<file path="config.mk">
export PLATFORM = sky130hd
export DESIGN_NAME = smpl_unpack
export DESIGN_NICKNAME = d
export VERILOG_FILES = /design/src/rtl/unpack_pkg.sv /design/src/rtl/unpack_fmt_dec.sv /design/src/rtl/unpack_slice.sv /design/src/rtl/smpl_unpack.sv
export SDC_FILE = /design/constraint.sdc
export NUM_CORES = 1
export LEC_CHECK = 0
export CELL_PAD_IN_SITES_DETAIL_PLACEMENT = 1
export CELL_PAD_IN_SITES_GLOBAL_PLACEMENT = 1
export CORE_MARGIN = 2
export CORE_UTILIZATION = 43
export CTS_CLUSTER_SIZE = 25
export DETAILED_ROUTE_END_ITERATION = 10
export GPL_TIMING_DRIVEN = 0
export PLACE_DENSITY_LB_ADDON = 0.1
export SYNTH_ARGS = -nofsm -noshare
export SYNTH_HDL_FRONTEND = slang
export SYNTH_SLANG_ARGS = --single-unit
</file>
<file path="constraint.sdc">
create_clock -name clk -period 6.15 [get_ports clk]
set_input_delay 1.845 -clock clk [delete_from_list [all_inputs] [get_ports clk]]
set_output_delay 1.845 -clock clk [all_outputs]
set_load 0.05 [all_outputs]
</file>
<file path="src/rtl/unpack_pkg.sv">
package unpack_pkg;

    localparam int WORD_W = 32;
    localparam int SMP_W  = 16;
    localparam int FMT_W  = 4;
    localparam int IDX_W  = $clog2(WORD_W);

    localparam logic [SMP_W-1:0] BIT_POS = {1'b0, {(SMP_W-1){1'b1}}};
    localparam logic [SMP_W-1:0] BIT_NEG = {1'b1, {(SMP_W-2){1'b0}}, 1'b1};

    typedef enum logic [2:0] {
        WID_16 = 3'd0,
        WID_8  = 3'd1,
        WID_4  = 3'd2,
        WID_1  = 3'd3,
        WID_32 = 3'd4
    } width_e;

    typedef struct packed {
        logic              full;
        logic [WORD_W-1:0] word;
        logic [FMT_W-1:0]  fmt;
        logic [IDX_W-1:0]  idx;
        logic              qph;
    } unp_state_t;

endpackage

</file>
<file path="src/rtl/unpack_fmt_dec.sv">
module unpack_fmt_dec
    import unpack_pkg::*;
(
    input  logic [FMT_W-1:0] fmt,
    output width_e           width,
    output logic [IDX_W-1:0] last_idx,
    output logic             cplx
);

    always_comb begin
        cplx = fmt[FMT_W-1];
        case (fmt[2:0])
            3'd1: begin
                width    = WID_8;
                last_idx = IDX_W'(WORD_W / 8 - 1);
            end
            3'd2: begin
                width    = WID_4;
                last_idx = IDX_W'(WORD_W / 4 - 1);
            end
            3'd3: begin
                width    = WID_1;
                last_idx = IDX_W'(WORD_W - 1);
            end
            3'd4: begin
                width    = WID_32;
                last_idx = '0;
            end
            default: begin
                width    = WID_16;
                last_idx = IDX_W'(WORD_W / 16 - 1);
            end
        endcase
    end

endmodule

</file>
<file path="src/rtl/unpack_slice.sv">
module unpack_slice
    import unpack_pkg::*;
(
    input  logic [WORD_W-1:0] word,
    input  width_e            width,
    input  logic [IDX_W-1:0]  idx,
    output logic [SMP_W-1:0]  sample
);

    localparam int N16 = WORD_W / 16;
    localparam int N8  = WORD_W / 8;
    localparam int N4  = WORD_W / 4;

    logic [15:0] lane16 [N16];
    logic [7:0]  lane8  [N8];
    logic [3:0]  lane4  [N4];

    for (genvar g = 0; g < N16; g++) begin : g_l16
        assign lane16[g] = word[g*16 +: 16];
    end
    for (genvar g = 0; g < N8; g++) begin : g_l8
        assign lane8[g] = word[g*8 +: 8];
    end
    for (genvar g = 0; g < N4; g++) begin : g_l4
        assign lane4[g] = word[g*4 +: 4];
    end

    always_comb begin
        case (width)
            WID_8:   sample = {lane8[idx[1:0]], 8'h00};
            WID_4:   sample = {lane4[idx[2:0]], 12'h000};
            WID_1:   sample = word[idx] ? BIT_POS : BIT_NEG;
            WID_32:  sample = word[WORD_W-1 -: SMP_W];
            default: sample = lane16[idx[0]];
        endcase
    end

endmodule

</file>
<file path="src/rtl/smpl_unpack.sv">
module smpl_unpack
    import unpack_pkg::*;
(
    input  logic              clk,
    input  logic              rst_n,
    input  logic              en,
    input  logic [FMT_W-1:0]  fmt,
    input  logic [WORD_W-1:0] in_word,
    input  logic              in_valid,
    output logic              in_ready,
    output logic [SMP_W-1:0]  out_sample,
    output logic              out_q,
    output logic              out_valid,
    input  logic              out_ready
);

    unp_state_t st_d, st_q;

    width_e           held_width;
    logic [IDX_W-1:0] held_last;
    logic             held_cplx;
    logic [FMT_W-1:0] held_fmt;
    logic             last_smp;
    logic             take_out;
    logic             take_in;

    assign held_fmt = st_q.fmt;

    unpack_fmt_dec u_dec (
        .fmt      (st_q.fmt),
        .width    (held_width),
        .last_idx (held_last),
        .cplx     (held_cplx)
    );

    unpack_slice u_slice (
        .word   (st_q.word),
        .width  (held_width),
        .idx    (st_q.idx),
        .sample (out_sample)
    );

    assign last_smp  = (st_q.idx == held_last);
    assign out_valid = en && st_q.full;
    assign out_q     = held_cplx && st_q.qph;
    assign take_out  = out_valid && out_ready;
    assign in_ready  = en && (!st_q.full || (take_out && last_smp));
    assign take_in   = in_valid && in_ready;

    always_comb begin
        st_d = st_q;
        if (!en) begin
            st_d.full = 1'b0;
            st_d.idx  = '0;
            st_d.qph  = 1'b0;
        end else begin
            if (take_out) begin
                st_d.qph = held_cplx ? !st_q.qph : 1'b0;
                if (last_smp) begin
                    st_d.full = 1'b0;
                    st_d.idx  = '0;
                end else begin
                    st_d.idx = st_q.idx + 1'b1;
                end
            end
            if (take_in) begin
                st_d.full = 1'b1;
                st_d.word = in_word;
                st_d.fmt  = fmt;
                st_d.idx  = '0;
            end
        end
    end

    always_ff @(posedge clk) begin
        if (!rst_n) begin
            st_q <= '0;
        end else begin
            st_q <= st_d;
        end
    end

endmodule

</file>
==> metrics.cfg <==
[logic_synthesis]
ys_seq_area_share_pct = 27.5
synth_area_leaders = dfxtp_1, mux2i_1, nand2_1, mux4_1, mux4_2
synthDominantCellAreaShare_pct = 27.5
syn_avg_cell_area_sq_um = 9.27
synthArstFlopShare_pct = 0
synth_enable_flop_cells = 0
netlist_area_sq_mm = 0.00313
yosysTopAreaCell = dfxtp_1
yosysUniqueCellTypes = 58
synth_top_flop_cell = dfxtp_1
synth-warning-count = 0
syn_nets = 380
yosys_register_bits = 43
synth_cells = 338

[sta]
fin_crit_sh_pct = 95.4
max_freq_mhz = 171
fin_skew_ns = 0.0105
setup-violations-final = 0
tightest_slew_ns = 0.683
setup_ws_ns = 0.285
setup_tns_ns = 0
rsz0062_at_grt = false
period_needed_ns = 5.86
drv_slew = 0
hold_viol = 0
relSlewSlack_pct = 54.4

[clock_tree]
cts_buffers = 5
cts_sinks = 43
post-cts-setup-buffers = 0
htreeDepth = 2
cts_tree = done
postCtsHoldBufs = 0
cts_buffer_depth = 2
cts_resized = 0
root_buffer = clkbuf_8
clkLatencyLatePin_ns = 0.31
cts.reportedPaths.clkPinSlew_ns = 0.10

[worst_setup_path]
cp_common_cell = clkdlybuf4s50_1
worstSetupStartpointType = primary input
cp_slowest_cell = clkdlybuf4s50_1
worst-path-buf-inv = 2
critPathMaxStageDelay_ns = 0.83
crit_type = primary input to output pin
crit_fanout = 6
r2r-end = st_q[16]$_SDFFE_PN0P_
ff2ff_setup_slack_ns = 3.97
crit_family = buffers and inverters
cp.required_ns = 4.30
regToRegStartpoint = st_q[2]$_SDFFE_PP0P_
r2r_cells = 9
crit_chain = clkdlybuf4s50_1 -> nand3_1 -> a221oi_2 -> a21oi_1 -> nor3b_1 -> clkdlybuf4s50_1
cp_data_arrival_time_ns = 4.02
critPathCaptureType = output pin

[grt]
antenna_found_initial = 0
grt.total_usage_pct = 27.0
grt_start_max_net_pins = 15
grt_pass1_wl_um = 16100
globalRouteOverflowTotal = 0
grt_pass1_vias = 3098

[layout]
final_net_count = 445
fin_cells = 503
drive_gt1_share_pct = 11.6
final_area_sq_mm = 0.00397
fillers = 853
num_antenna_cells = 0
syn2layout_area_growth_pct = 26.8

[detailed_routing]
drtAntennaViolNets = 0
remaining_drc_errors = 0
firstDrtPassIters = 5
wl_um = 10300
vias_per_cell = 5.96
initialDrtViolationCount = 187
vias = 2998
routedWlPerCell_um = 20.5

[placement]
dp_hpwl_um = 7630
dp_slack_ns = 0.300
port_buffers = 58
dp.cells = 495
gp_congestion = 0.909
dpl_cell_area_sq_mm = 0.00384

[job]
drv_cap = 0

[min_path]
min-delay-start = st_q[0]$_SDFFE_PN0P_
holdPathEnd = st_q[0]$_SDFFE_PN0P_
hold_depth = 2
holdCritPathClass = flip-flop to flip-flop

[pwr]
power_density_mw_per_mm2 = 190
peakVddDrop_mv = 0.105
p_leak_nw = 1.49

[floorplanning]
io_pins = 60
core_sq_mm = 0.00714
initial_core_util_pct = 43.9
die_w_um = 89.4
dieArea_sq_mm = 0.00799
die_y_um = 89.4
rows = 31

[status]
status = finished, final reports clean

[cell usage after synthesis (2+ instances only)]
cell       n
mux2_2     6
mux4_1    10
or2_1      3
buf_8      3
nor2_1    16
buf_6      5
a221o_1    9
inv_1      5
a222oi_1   6
nand2b_1   3
nor3b_1    3
nand4_1    2
nor2b_1    7
nor3_1     5
clkbuf_1  12
o22ai_1    4
a211o_1    2
xnor2_1    5
nand2_1   78
mux2i_1   40
o32ai_1    2
xor2_1     2
nand3b_1   3
a21oi_1    8
o21ai_0    6
or3b_1     3
buf_2      6
dfxtp_1   43
a211oi_1   2
and2_1     3
mux4_2     7
a22oi_1    3
[area by class of cell]
cell class / instances / area (sq um) / area share [%]
plain buffers: 30 / 213 / 5.35
clock buffers: 5 / 68.8 / 1.73
clock inverters: 3 / 67.6 / 1.70
inverters: 7 / 26.3 / 0.661
multi-input cells: 258 / 2030 / 51.2
flip-flops and latches: 43 / 861 / 21.7
well taps: 99 / 124 / 3.12
repair buffers: 58 / 581 / 14.6
[state kept, by name, indices dropped and copies added, names as in the netlist]
signal and flops:
st_q 39, held_fmt 4
[cell families (layout without fill, tap and decap cells)]
kind of cell,after synthesis,in the layout,synth area share (%)
flops,43,43,27.5
buf+inv,37,103,7.63
fa+ha+maj,2,2,0.719
simple gates,133,133,19.7
xor+xnor,7,7,1.96
compound gates,51,51,13.3
mux,65,65,29.2
[metrics by stage]
| stage | total power [mW] | hold WS [ns] | utilization, % |
|---|---|---|---|
| 3_3_place_gp | 0.482 | 0.454 | 53.8 |
| 6_report | 0.755 | 0.495 | 55.7 |
| 2_1_floorplan | 0.416 | 0.439 | - |
| 5_1_grt | 0.783 | 0.521 | 55.7 |
| 4_1_cts | 0.757 | 0.499 | 55.7 |
| 3_5_place_dp | 0.487 | 0.480 | 53.8 |
[layer usage]
layer / share of wire, % / up-vias / track usage [%]
met2: 47 / 129 / 43.0
met4: 3.8 / 0 / 15.3
met3: 6.6 / 38 / 5.45
li1: - / 1374 / -
met1: 43 / 1457 / 34.1
met5: 0 / - / 0
[how the worst max path moves through the flow]
| stage | cells past startpoint | from | slack (ns) | end |
|---|---|---|---|---|
| after floorplan | 4 | out_ready | 0.85 | in_ready |
| after global placement | 6 | en | 0.30 | in_ready |
| after global routing | 6 | en | 0.16 | in_ready |
| after CTS | 6 | en | 0.28 | in_ready |
| final | 6 | en | 0.29 | in_ready |
| after detailed placement | 6 | en | 0.30 | in_ready |
[worst reg2reg max path, stage by stage (launching register included)]
cell and delay [ns]:
dfxtp_1 0.36, buf_6 0.17, buf_12 0.15, inv_2 0.07
nor4_2 0.34, o32ai_1 0.20, nor3_2 0.20, buf_6 0.22
buf_8 0.18, mux2i_1 0.22
[placed cells by master (no fill, tap or decap), drive strengths merged, types with 4 or more instances in the layout]
cell type / n
mux4: 17
nor3: 6
mux2: 8
a21oi: 8
dfxtp: 43
mux2i: 40
o22ai: 4
clkbuf: 18
buf: 17
a222oi: 6
clkdlybuf4s50: 58
nor2b: 7
a221o: 9
nand2: 78
nor2: 16
o21ai: 6
inv: 6
xnor2: 5
[report_power, final]
part / switching (mW) / internal [mW]
logic: 0.0919 / 0.0796
clock network: 0.110 / 0.162
registers: 0.0201 / 0.291
total: 0.222 / 0.532
Power figures use the tool's default switching activity.
